===== src/rtl/mul_booth_pkg.sv =====
package mul_booth_pkg;

    typedef enum logic [2:0] {
        DG_ZERO,
        DG_POS1,
        DG_POS2,
        DG_NEG1,
        DG_NEG2
    } booth_dig_e;

    // Radix-4 Booth digit from {b(i+1), b(i), b(i-1)}
    function automatic booth_dig_e decode_group(input logic [2:0] grp);
        booth_dig_e d;
        case (grp)
            3'b001, 3'b010: d = DG_POS1;
            3'b011:         d = DG_POS2;
            3'b100:         d = DG_NEG2;
            3'b101, 3'b110: d = DG_NEG1;
            default:        d = DG_ZERO;
        endcase
        return d;
    endfunction

endpackage


===== src/rtl/booth_term_mux.sv =====
module booth_term_mux
    import mul_booth_pkg::*;
#(
    parameter int WIDTH = 16,
    parameter int ACC_W = WIDTH + 4,
    parameter int SH    = 0
) (
    input  logic [2:0]             grp,
    input  logic signed [WIDTH-1:0] mcand,
    output logic [ACC_W-1:0]        mag,
    output logic                    sub
);
    localparam int EXT_W = ACC_W - WIDTH;

    logic [ACC_W-1:0] ext;
    booth_dig_e       dig;

    assign ext = {{EXT_W{mcand[WIDTH-1]}}, mcand};
    assign dig = decode_group(grp);

    // magnitude is selected here; the sign is applied by the adder downstream
    always_comb begin
        mag = '0;
        sub = 1'b0;
        case (dig)
            DG_POS1: mag = ext << SH;
            DG_POS2: mag = ext << (SH + 1);
            DG_NEG1: begin mag = ext << SH;       sub = 1'b1; end
            DG_NEG2: begin mag = ext << (SH + 1); sub = 1'b1; end
            default: begin mag = '0;              sub = 1'b0; end
        endcase
    end

endmodule


===== src/rtl/mul_booth_r16.sv =====
module mul_booth_r16
    import mul_booth_pkg::*;
#(
    parameter int WIDTH = 16
) (
    input  logic                 clk,
    input  logic                 rst_n,
    input  logic                 start,
    input  logic [WIDTH-1:0]     mcand_in,
    input  logic [WIDTH-1:0]     mplier_in,
    output logic [2*WIDTH-1:0]   product,
    output logic                 done
);
    localparam int ACC_W  = WIDTH + 4;
    localparam int STEPS  = WIDTH / 4;
    localparam int CNT_W  = $clog2(STEPS + 1);
    localparam int CAT_W  = ACC_W + WIDTH;
    localparam int NDIG   = 2;

    typedef struct packed {
        logic [ACC_W-1:0] acc;
        logic [WIDTH-1:0] mq;
        logic             prev;
        logic [WIDTH-1:0] mcand;
        logic [CNT_W-1:0] cnt;
        logic             busy;
        logic             ready;
    } mul_state_t;

    mul_state_t st_q, st_d;

    logic [2:0]       grp [NDIG];
    logic [ACC_W-1:0] mag [NDIG];
    logic             sub [NDIG];

    assign grp[0] = {st_q.mq[1:0], st_q.prev};
    assign grp[1] = st_q.mq[3:1];

    // digit 0 selects 0/1/2 * M, digit 1 selects 0/4/8 * M
    for (genvar g = 0; g < NDIG; g++) begin : g_dig
        booth_term_mux #(
            .WIDTH (WIDTH),
            .ACC_W (ACC_W),
            .SH    (2 * g)
        ) term_i (
            .grp   (grp[g]),
            .mcand (st_q.mcand),
            .mag   (mag[g]),
            .sub   (sub[g])
        );
    end

    logic [ACC_W-1:0]        sum1_d, sum2_d;
    logic signed [CAT_W-1:0] cat_d, cat_sh_d;
    logic                    accept;

    assign accept = start && !st_q.busy;

    always_comb begin
        st_d   = st_q;
        // the only two adder/subtractors in the datapath
        sum1_d = sub[0] ? (st_q.acc - mag[0]) : (st_q.acc + mag[0]);
        sum2_d = sub[1] ? (sum1_d   - mag[1]) : (sum1_d   + mag[1]);
        cat_d    = {sum2_d, st_q.mq};
        cat_sh_d = cat_d >>> 4;

        if (accept) begin
            st_d.acc   = '0;
            st_d.mq    = mplier_in;
            st_d.prev  = 1'b0;
            st_d.mcand = mcand_in;
            st_d.cnt   = CNT_W'(STEPS);
            st_d.busy  = 1'b1;
            st_d.ready = 1'b0;
        end else if (st_q.busy) begin
            st_d.acc  = cat_sh_d[CAT_W-1:WIDTH];
            st_d.mq   = cat_sh_d[WIDTH-1:0];
            st_d.prev = st_q.mq[3];
            st_d.cnt  = st_q.cnt - 1'b1;
            if (st_q.cnt == CNT_W'(1)) begin
                st_d.busy  = 1'b0;
                st_d.ready = 1'b1;
            end
        end
    end

    always_ff @(posedge clk or negedge rst_n) begin
        if (!rst_n) begin
            st_q <= '0;
        end else begin
            st_q <= st_d;
        end
    end

    assign product = {st_q.acc[WIDTH-1:0], st_q.mq};
    assign done    = st_q.ready;


    cnt_step_chk: assert property (@(posedge clk) disable iff (!rst_n)
        (st_q.busy && st_q.cnt > CNT_W'(1)) |=> (st_q.busy && st_q.cnt == $past(st_q.cnt) - 1'b1));


    finish_chk: assert property (@(posedge clk) disable iff (!rst_n)
        (st_q.busy && st_q.cnt == CNT_W'(1)) |=> (done && !st_q.busy));


    ignore_busy_start_chk: assert property (@(posedge clk) disable iff (!rst_n)
        (st_q.busy && start) |=> $stable(st_q.mcand));


    hold_result_chk: assert property (@(posedge clk) disable iff (!rst_n)
        (done && !start) |=> (done && $stable(product)));


    no_overflow_chk: assert property (@(posedge clk) disable iff (!rst_n)
        $rose(done) |-> ((&st_q.acc[ACC_W-1:WIDTH-1]) || !(|st_q.acc[ACC_W-1:WIDTH-1])));


    busy_ready_excl_chk: assert property (@(posedge clk) disable iff (!rst_n)
        $onehot0({st_q.busy, st_q.ready}));

endmodule


===== config.mk =====
export PLATFORM = sky130hd
export DESIGN_NAME = mul_booth_r16
export DESIGN_NICKNAME = d
export VERILOG_FILES = /design/src/rtl/mul_booth_pkg.sv /design/src/rtl/booth_term_mux.sv /design/src/rtl/mul_booth_r16.sv
export SDC_FILE = /design/constraint.sdc
export NUM_CORES = 1
export LEC_CHECK = 0
export ABC_AREA = 1
export CORE_MARGIN = 5
export CORE_UTILIZATION = 30
export DETAILED_ROUTE_END_ITERATION = 10
export DONT_BUFFER_PORTS = 1
export GPL_TIMING_DRIVEN = 0
export PLACE_DENSITY_LB_ADDON = 0.1
export RECOVER_POWER = 100
export SYNTH_ARGS = -nofsm -noshare
export SYNTH_HDL_FRONTEND = slang
export SYNTH_SLANG_ARGS = --single-unit

===== constraint.sdc =====
create_clock -name clk -period 4.1 [get_ports clk]
set_input_delay 0.41 -clock clk [delete_from_list [all_inputs] [get_ports clk]]
set_output_delay 0.41 -clock clk [all_outputs]
set_load 0.01 [all_outputs]

==> out/metrics.csv, run 1 <==
metric,value,unit
crit_arrival,4.88,ns
dr.pass1.iters,4,
synthFlopType,dfrtp_1,
grt_first_pass_wirelength,27900,um
worstMarginPinSlew,2.71,ns
cp-start-kind,flop,
final_area,0.00712,mm2
regToRegSetupSlack,-0.56,ns
synth_top_area_frac,0.245,
drt_iter0_drc,193,
ios,68,
antenna_found_initial,0,
pre_cts_ws,-1.25,ns
hold_class,input pin to flop,
fin_crit_sh,1.14,
die_area,0.0212,mm2
wl_per_cell,16.6,um
vias,5333,
synth_area_leaders,"dfrtp_1 (25%), nand2_1 (14%), ha_1 (9.3%), xor2_1 (5.2%), inv_1 (4.8%)",
grtUsageTotal,0.163,
critical_path_class,flop to flop,
clk_latency,0.32,ns
core_area,0.0180,mm2
synth_area_leader_cell,dfrtp_1,
grt_max_degree,55,
clock_sinks,54,
clock_skew,0.0172,ns
worst_setup_path_end_kind,flop,
routed_wl,18200,um
htree_levels,2,
die_w,146,um
synth.avg_cell_area,6.92,um2
setup_viol_count_final,11,
max_freq,215,MHz
finalNetCount,943,
antenna_cells,0,
start_util,0.306,
place_area,0.00585,mm2
slowest_stage,dfrtp_2,
cts-root-buf,clkbuf_16,
slew_headroom,-0.808,
rr_startpoint,product[0],
gp_congestion,0.866,
slew_viol_final,55,
synth.ff_latch_count,54,
area_growth,29.2,%
via_per_inst,4.87,
netlist_instances,797,
maxCapViolCount,1,
crit_start,product[0],
slowest_delay,0.48,ns
ys_warn_count,0,
violations,"max-capacitance violations, max-slew violations, negative setup slack",
drc,0,
dp_hpwl,14200,um
synth_area,0.00551,mm2
detail-route-antenna-nets,0,
syn_nets,874,
fin_util,0.395,
synth.distinct_cells,41,
final_cells,1095,
port_buffers,0,
async_flop_share,1.00,
setup_slack,-0.558,ns
cts_buffers,5,
period_needed,4.66,ns
place_inst,1026,
grt_pass1_vias,5183,
drive_gt1_frac,0.319,
clk_path_buf_depth,2,
ff2ff_path_depth,36,
crit_end,st_q[56],
cp_max_fo,4,
clkSlewWorstSetupHoldPaths,0.09,ns
run_status,finished with violations,
num_rows,49,
synth_edf_count,0,
critical_path_required,4.32,ns
overflow,0,
r2r-end,st_q[56],
dieHeight,146,um
hold_violations,0,
rsz0062_at_grt,yes,
synth.yosys.seq_area_share,0.245,
cts_tree,built,
cell type report:
class                      instances  area, um2
fill                            1893      10900
clock inverter                     2       15.0
clock buffer                       5        125
multi-input combinational        607       4260
buffer                            51        246
inverter                          85        328
tap                              229        287
sequential                        54       1360
timing repair buffer              62        500
per-stage QoR:
step                TNS, ns  hold WS, ns
finish                -4.21        0.202
global placement     -10.37        0.116
detailed placement   -11.46        0.117
floorplan            -0.779        0.114
CTS                   -4.63        0.196
global route          -7.04        0.194
layer usage:
| metal | vias to the layer above | track usage | routed length [um] |
|---|---|---|---|
| met2 | 94 | 0.256 | 8280 |
| met4 | 0 | 0.0429 | 365 |
| li1 | 2729 | - | - |
| met5 | - | 0 | 0 |
| met3 | 18 | 0.0265 | 572 |
| met1 | 2492 | 0.235 | 8950 |
critical path: cells and delay by family (launching register included):
family | cells | cell delay [ns]
AOI/OAI and AO/OA | 6 | 0.80
xor gates and xnor gates | 2 | 0.26
adders and majority gates | 3 | 0.85
buffers and inverters | 9 | 0.66
DFF | 1 | 0.48
and+or+nand+nor | 16 | 1.51
cell usage in the layout (no fill, tap or decap), types with 17 or more instances in the layout:
cell type  Yosys  final
nand2_1      212    180
inv_1         71     64
buf_4         33     54
dfrtp_1       54     51
clkbuf_1      12     41
nor2_1        52     40
nand2_2       20     39
nand3_1       36     33
ha_1          41     29
xor2_1        33     27
a21oi_2        0     26
a21oi_1       53     25
o21ai_0       42     23
inv_2         11     17
what timing repair did:
action / CTS / global route
setup buffers: 17 / 45
gates resized for setup: 29 / 168
hold buffers: 2 / 0
pin swaps: 27 / 83
endpoints found under the hold margin: 54 / 0
endpoints found under the setup margin: 15 / 15
worst min path at each step:
stage | start | end | slack, ns | depth (start not counted)
global route | mcand_in[3] | st_q[8] | 0.19 | 2
global placement | rst_n | product[9] | 0.12 | 0
floorplan | rst_n | done | 0.11 | 0
CTS | mcand_in[1] | st_q[6] | 0.20 | 2
finish | mcand_in[1] | st_q[6] | 0.20 | 2
detailed placement | rst_n | product[9] | 0.12 | 0
kinds of logic after synthesis:
logic type / after synthesis / synth area share
AO/OA/AOI/OAI: 153 / 0.163
XOR/XNOR: 51 / 0.0810
adder cells (fa/ha/maj): 42 / 0.0967
buffers and inverters: 136 / 0.121
flip-flops: 54 / 0.245
AND/OR/NAND/NOR: 361 / 0.293
cell usage after synthesis, types with 3 or more instances:
cell,count
a21o_1,3
a21oi_1,53
a31oi_1,9
buf_4,33
buf_6,4
clkbuf_1,12
dfrtp_1,54
ha_1,41
inv_1,71
inv_2,11
nand2_1,212
nand2_2,20
nand3_1,36
nand3_2,6
nand4_1,4
nor2_1,52
nor2_2,13
nor2_4,4
nor3_1,3
nor4_1,4
o211ai_1,6
o21a_1,4
o21ai_0,42
o21ai_1,9
o21ai_2,4
o221ai_1,10
o22ai_1,5
o31ai_1,5
xnor2_1,18
xor2_1,33
flip-flops by register name, indices dropped and copies added, names as in the netlist:
register  cells
done          1
st_q         21
grp           1
product      31
Power of run 1 is left out: the tool's default activity adds up to more than one toggle a clock period on the data nets, which glitch-free logic cannot reach.
==> inputs of run 2 (changes only) <==
Settings changed: SETUP_SLACK_MARGIN set to 0.3.
==> run 2 against run 1 <==
The flow still finishes with violations (max-capacitance violations, max-slew violations, negative setup slack). Hold slack better by 0.0068 ns. Final cell count is 1.8% higher. Sequential share of layout area is 0.16 points higher. Register-to-register slack worse by 0.08 ns. Final area is 0.83% lower. Wire length is 0.88% higher. Die area stayed put. Critical path type unchanged. Critical endpoint is now product[29].
==> out/metrics.csv, run 2 (synthesis gave the netlist of run 1 again) <==
metric,value,unit,change
overflow,0,,unchanged
hold_class,input pin to flop,,unchanged
core_area,0.0180,mm2,unchanged
clk_latency,0.30,ns,was 0.32 ns
slowest_delay,0.48,ns,about the same
dr.pass1.iters,4,,unchanged
cp_max_fo,4,,unchanged
gp_congestion,0.886,,was 0.866
fin_crit_sh,1.16,,was 1.14
run_status,finished with violations,,unchanged
die_area,0.0212,mm2,unchanged
critical_path_class,flop to flop,,unchanged
min_from,mcand_in[3],,was mcand_in[1]
final_common_cell,nand2_1,,unchanged
slew_viol_final,55,,unchanged
drt_iter0_drc,208,,was 193
grt_first_pass_wirelength,29300,um,was 27900 um
cts_buffers,5,,unchanged
cp-start-kind,flop,,unchanged
finalSetupTns,-6.73,ns,was -4.21 ns
n_fill_cell,1951,,was 1893
final_cells,1115,,was 1095
regToRegSetupSlack,-0.64,ns,was -0.56 ns
maxCapViolCount,1,,unchanged
wl_per_cell,16.4,um,was 16.6 um
die_w,146,um,unchanged
cts-root-buf,clkbuf_16,,unchanged
drc,0,,unchanged
pre_cts_ws,-1.35,ns,was -1.25 ns
min_path_cells,2,,unchanged
period_needed,4.74,ns,was 4.66 ns
ios,68,,unchanged
num_rows,49,,unchanged
grt_max_degree,55,,unchanged
finalNetCount,962,,was 943
dieHeight,146,um,unchanged
routed_wl,18300,um,was 18200 um
dp_hpwl,14200,um,about the same
start_util,0.306,,unchanged
slew_headroom,-0.781,,was -0.808
ff2ff_path_depth,35,,was 36
cts_tree,built,,unchanged
clock_skew,0.00547,ns,was 0.0172 ns
detail-route-antenna-nets,0,,unchanged
crit_buf_inv,11,,was 9
worstMarginPinSlew,2.67,ns,was 2.71 ns
port_buffers,0,,unchanged
max_freq,211,MHz,was 215 MHz
crit_arrival,4.97,ns,was 4.88 ns
violations,"max-capacitance violations, max-slew violations, negative setup slack",,unchanged
drive_gt1_frac,0.314,,was 0.319
via_per_inst,4.86,,was 4.87
grtUsageTotal,0.170,,was 0.163
rsz0062_at_grt,yes,,unchanged
area_growth,28.1,%,was 29.2%
fin_util,0.392,,was 0.395
grt_pass1_vias,5573,,was 5183
slowest_stage,dfrtp_2,,unchanged
clk_path_buf_depth,2,,unchanged
rr_startpoint,product[0],,unchanged
vias,5415,,was 5333
ff_latch_area,0.00136,mm2,unchanged
clock_sinks,54,,unchanged
clkSlewWorstSetupHoldPaths,0.08,ns,was 0.09 ns
place_inst,1026,,unchanged
setup_slack,-0.638,ns,was -0.558 ns
hold_path_end,st_q[8],,was st_q[6]
largest_reg_flops,31,,unchanged
cp_top_family,compound AO/OA/AOI/OAI gates,,was simple AND/OR/NAND/NOR gates
htree_levels,2,,unchanged
multi_input_area,0.00401,mm2,was 0.00426 mm2
r2r-end,product[29],,was st_q[56]
antenna_cells,0,,unchanged
worst_setup_path_end_kind,flop,,unchanged
antenna_found_initial,0,,unchanged
hold_violations,0,,unchanged
critical_path_required,4.33,ns,was 4.32 ns
final_cell_mix,"nand2_1 (185), buf_4 (70), inv_1 (60), dfrtp_1 (51)",,"was nand2_1 (180), inv_1 (64), buf_4 (54), dfrtp_1 (51), clkbuf_1 (41)"
setup_viol_count_final,16,,was 11
## run 2: cell count changes in the layout (fill, tap and decap cells not counted), sizes merged
cell / before / now
buf: 70 / 89
bufinv: 0 / 1
clkinvlp: 2 / 1
clkbuf: 46 / 47
## run 2: worst register-to-register path, delay by kind of cell (launching register included)
family | cells | cell delay, ns
AOI/OAI and AO/OA | 8 | 1.16
xor gates and xnor gates | 2 | 0.29
adders and majority gates | 3 | 0.81
buffers and inverters | 11 | 1.09
DFF | 1 | 0.48
and+or+nand+nor | 11 | 0.80
## run 2: cell type report
cell class              count  share of cell area
clock inverters             2             0.00532
inverters                  85              0.0468
plain buffers              51              0.0358
flip-flops and latches     54               0.192
repair buffers             81              0.0932
clock buffers               6              0.0182
well taps                 229              0.0406
multi-input cells         607               0.568
## run 2: timing repair
item / 4_1_cts / 5_1_grt
setup endpoints to repair: 16 / 17
pin swaps: 70 / 55
endpoints found under the hold margin: 54 / 0
resized for setup: 110 / 47
hold buffers: 2 / 0
setup buffers: 62 / 17
## run 2: metrics by stage
| step | hold slack [ns] | area [um2] |
|---|---|---|
| 2_1_floorplan | 0.114 | 5580 |
| 3_3_place_gp | 0.116 | 5860 |
| 3_5_place_dp | 0.116 | 5860 |
| 4_1_cts | 0.203 | 6870 |
| 5_1_grt | 0.199 | 7060 |
| 6_report | 0.209 | 7060 |
## run 2: layer usage
metal  GRT usage  wire length, um  vias up
li1            -                -     2763
met1       0.236             8750     2555
met2       0.283             8620       86
met3      0.0218              740       11
met4      0.0340              213        0
met5           0                0        -
## run 2: worst max path at each step
stage,start,endpoint,depth (start not counted)
5_1_grt,product[0],st_q[56],38
3_3_place_gp,product[0],st_q[56],32
6_report,product[0],product[29],35
4_1_cts,product[0],st_q[56],35
2_1_floorplan,product[0],st_q[56],35
3_5_place_dp,product[0],st_q[56],29
Power of run 2 is left out for the same reason.
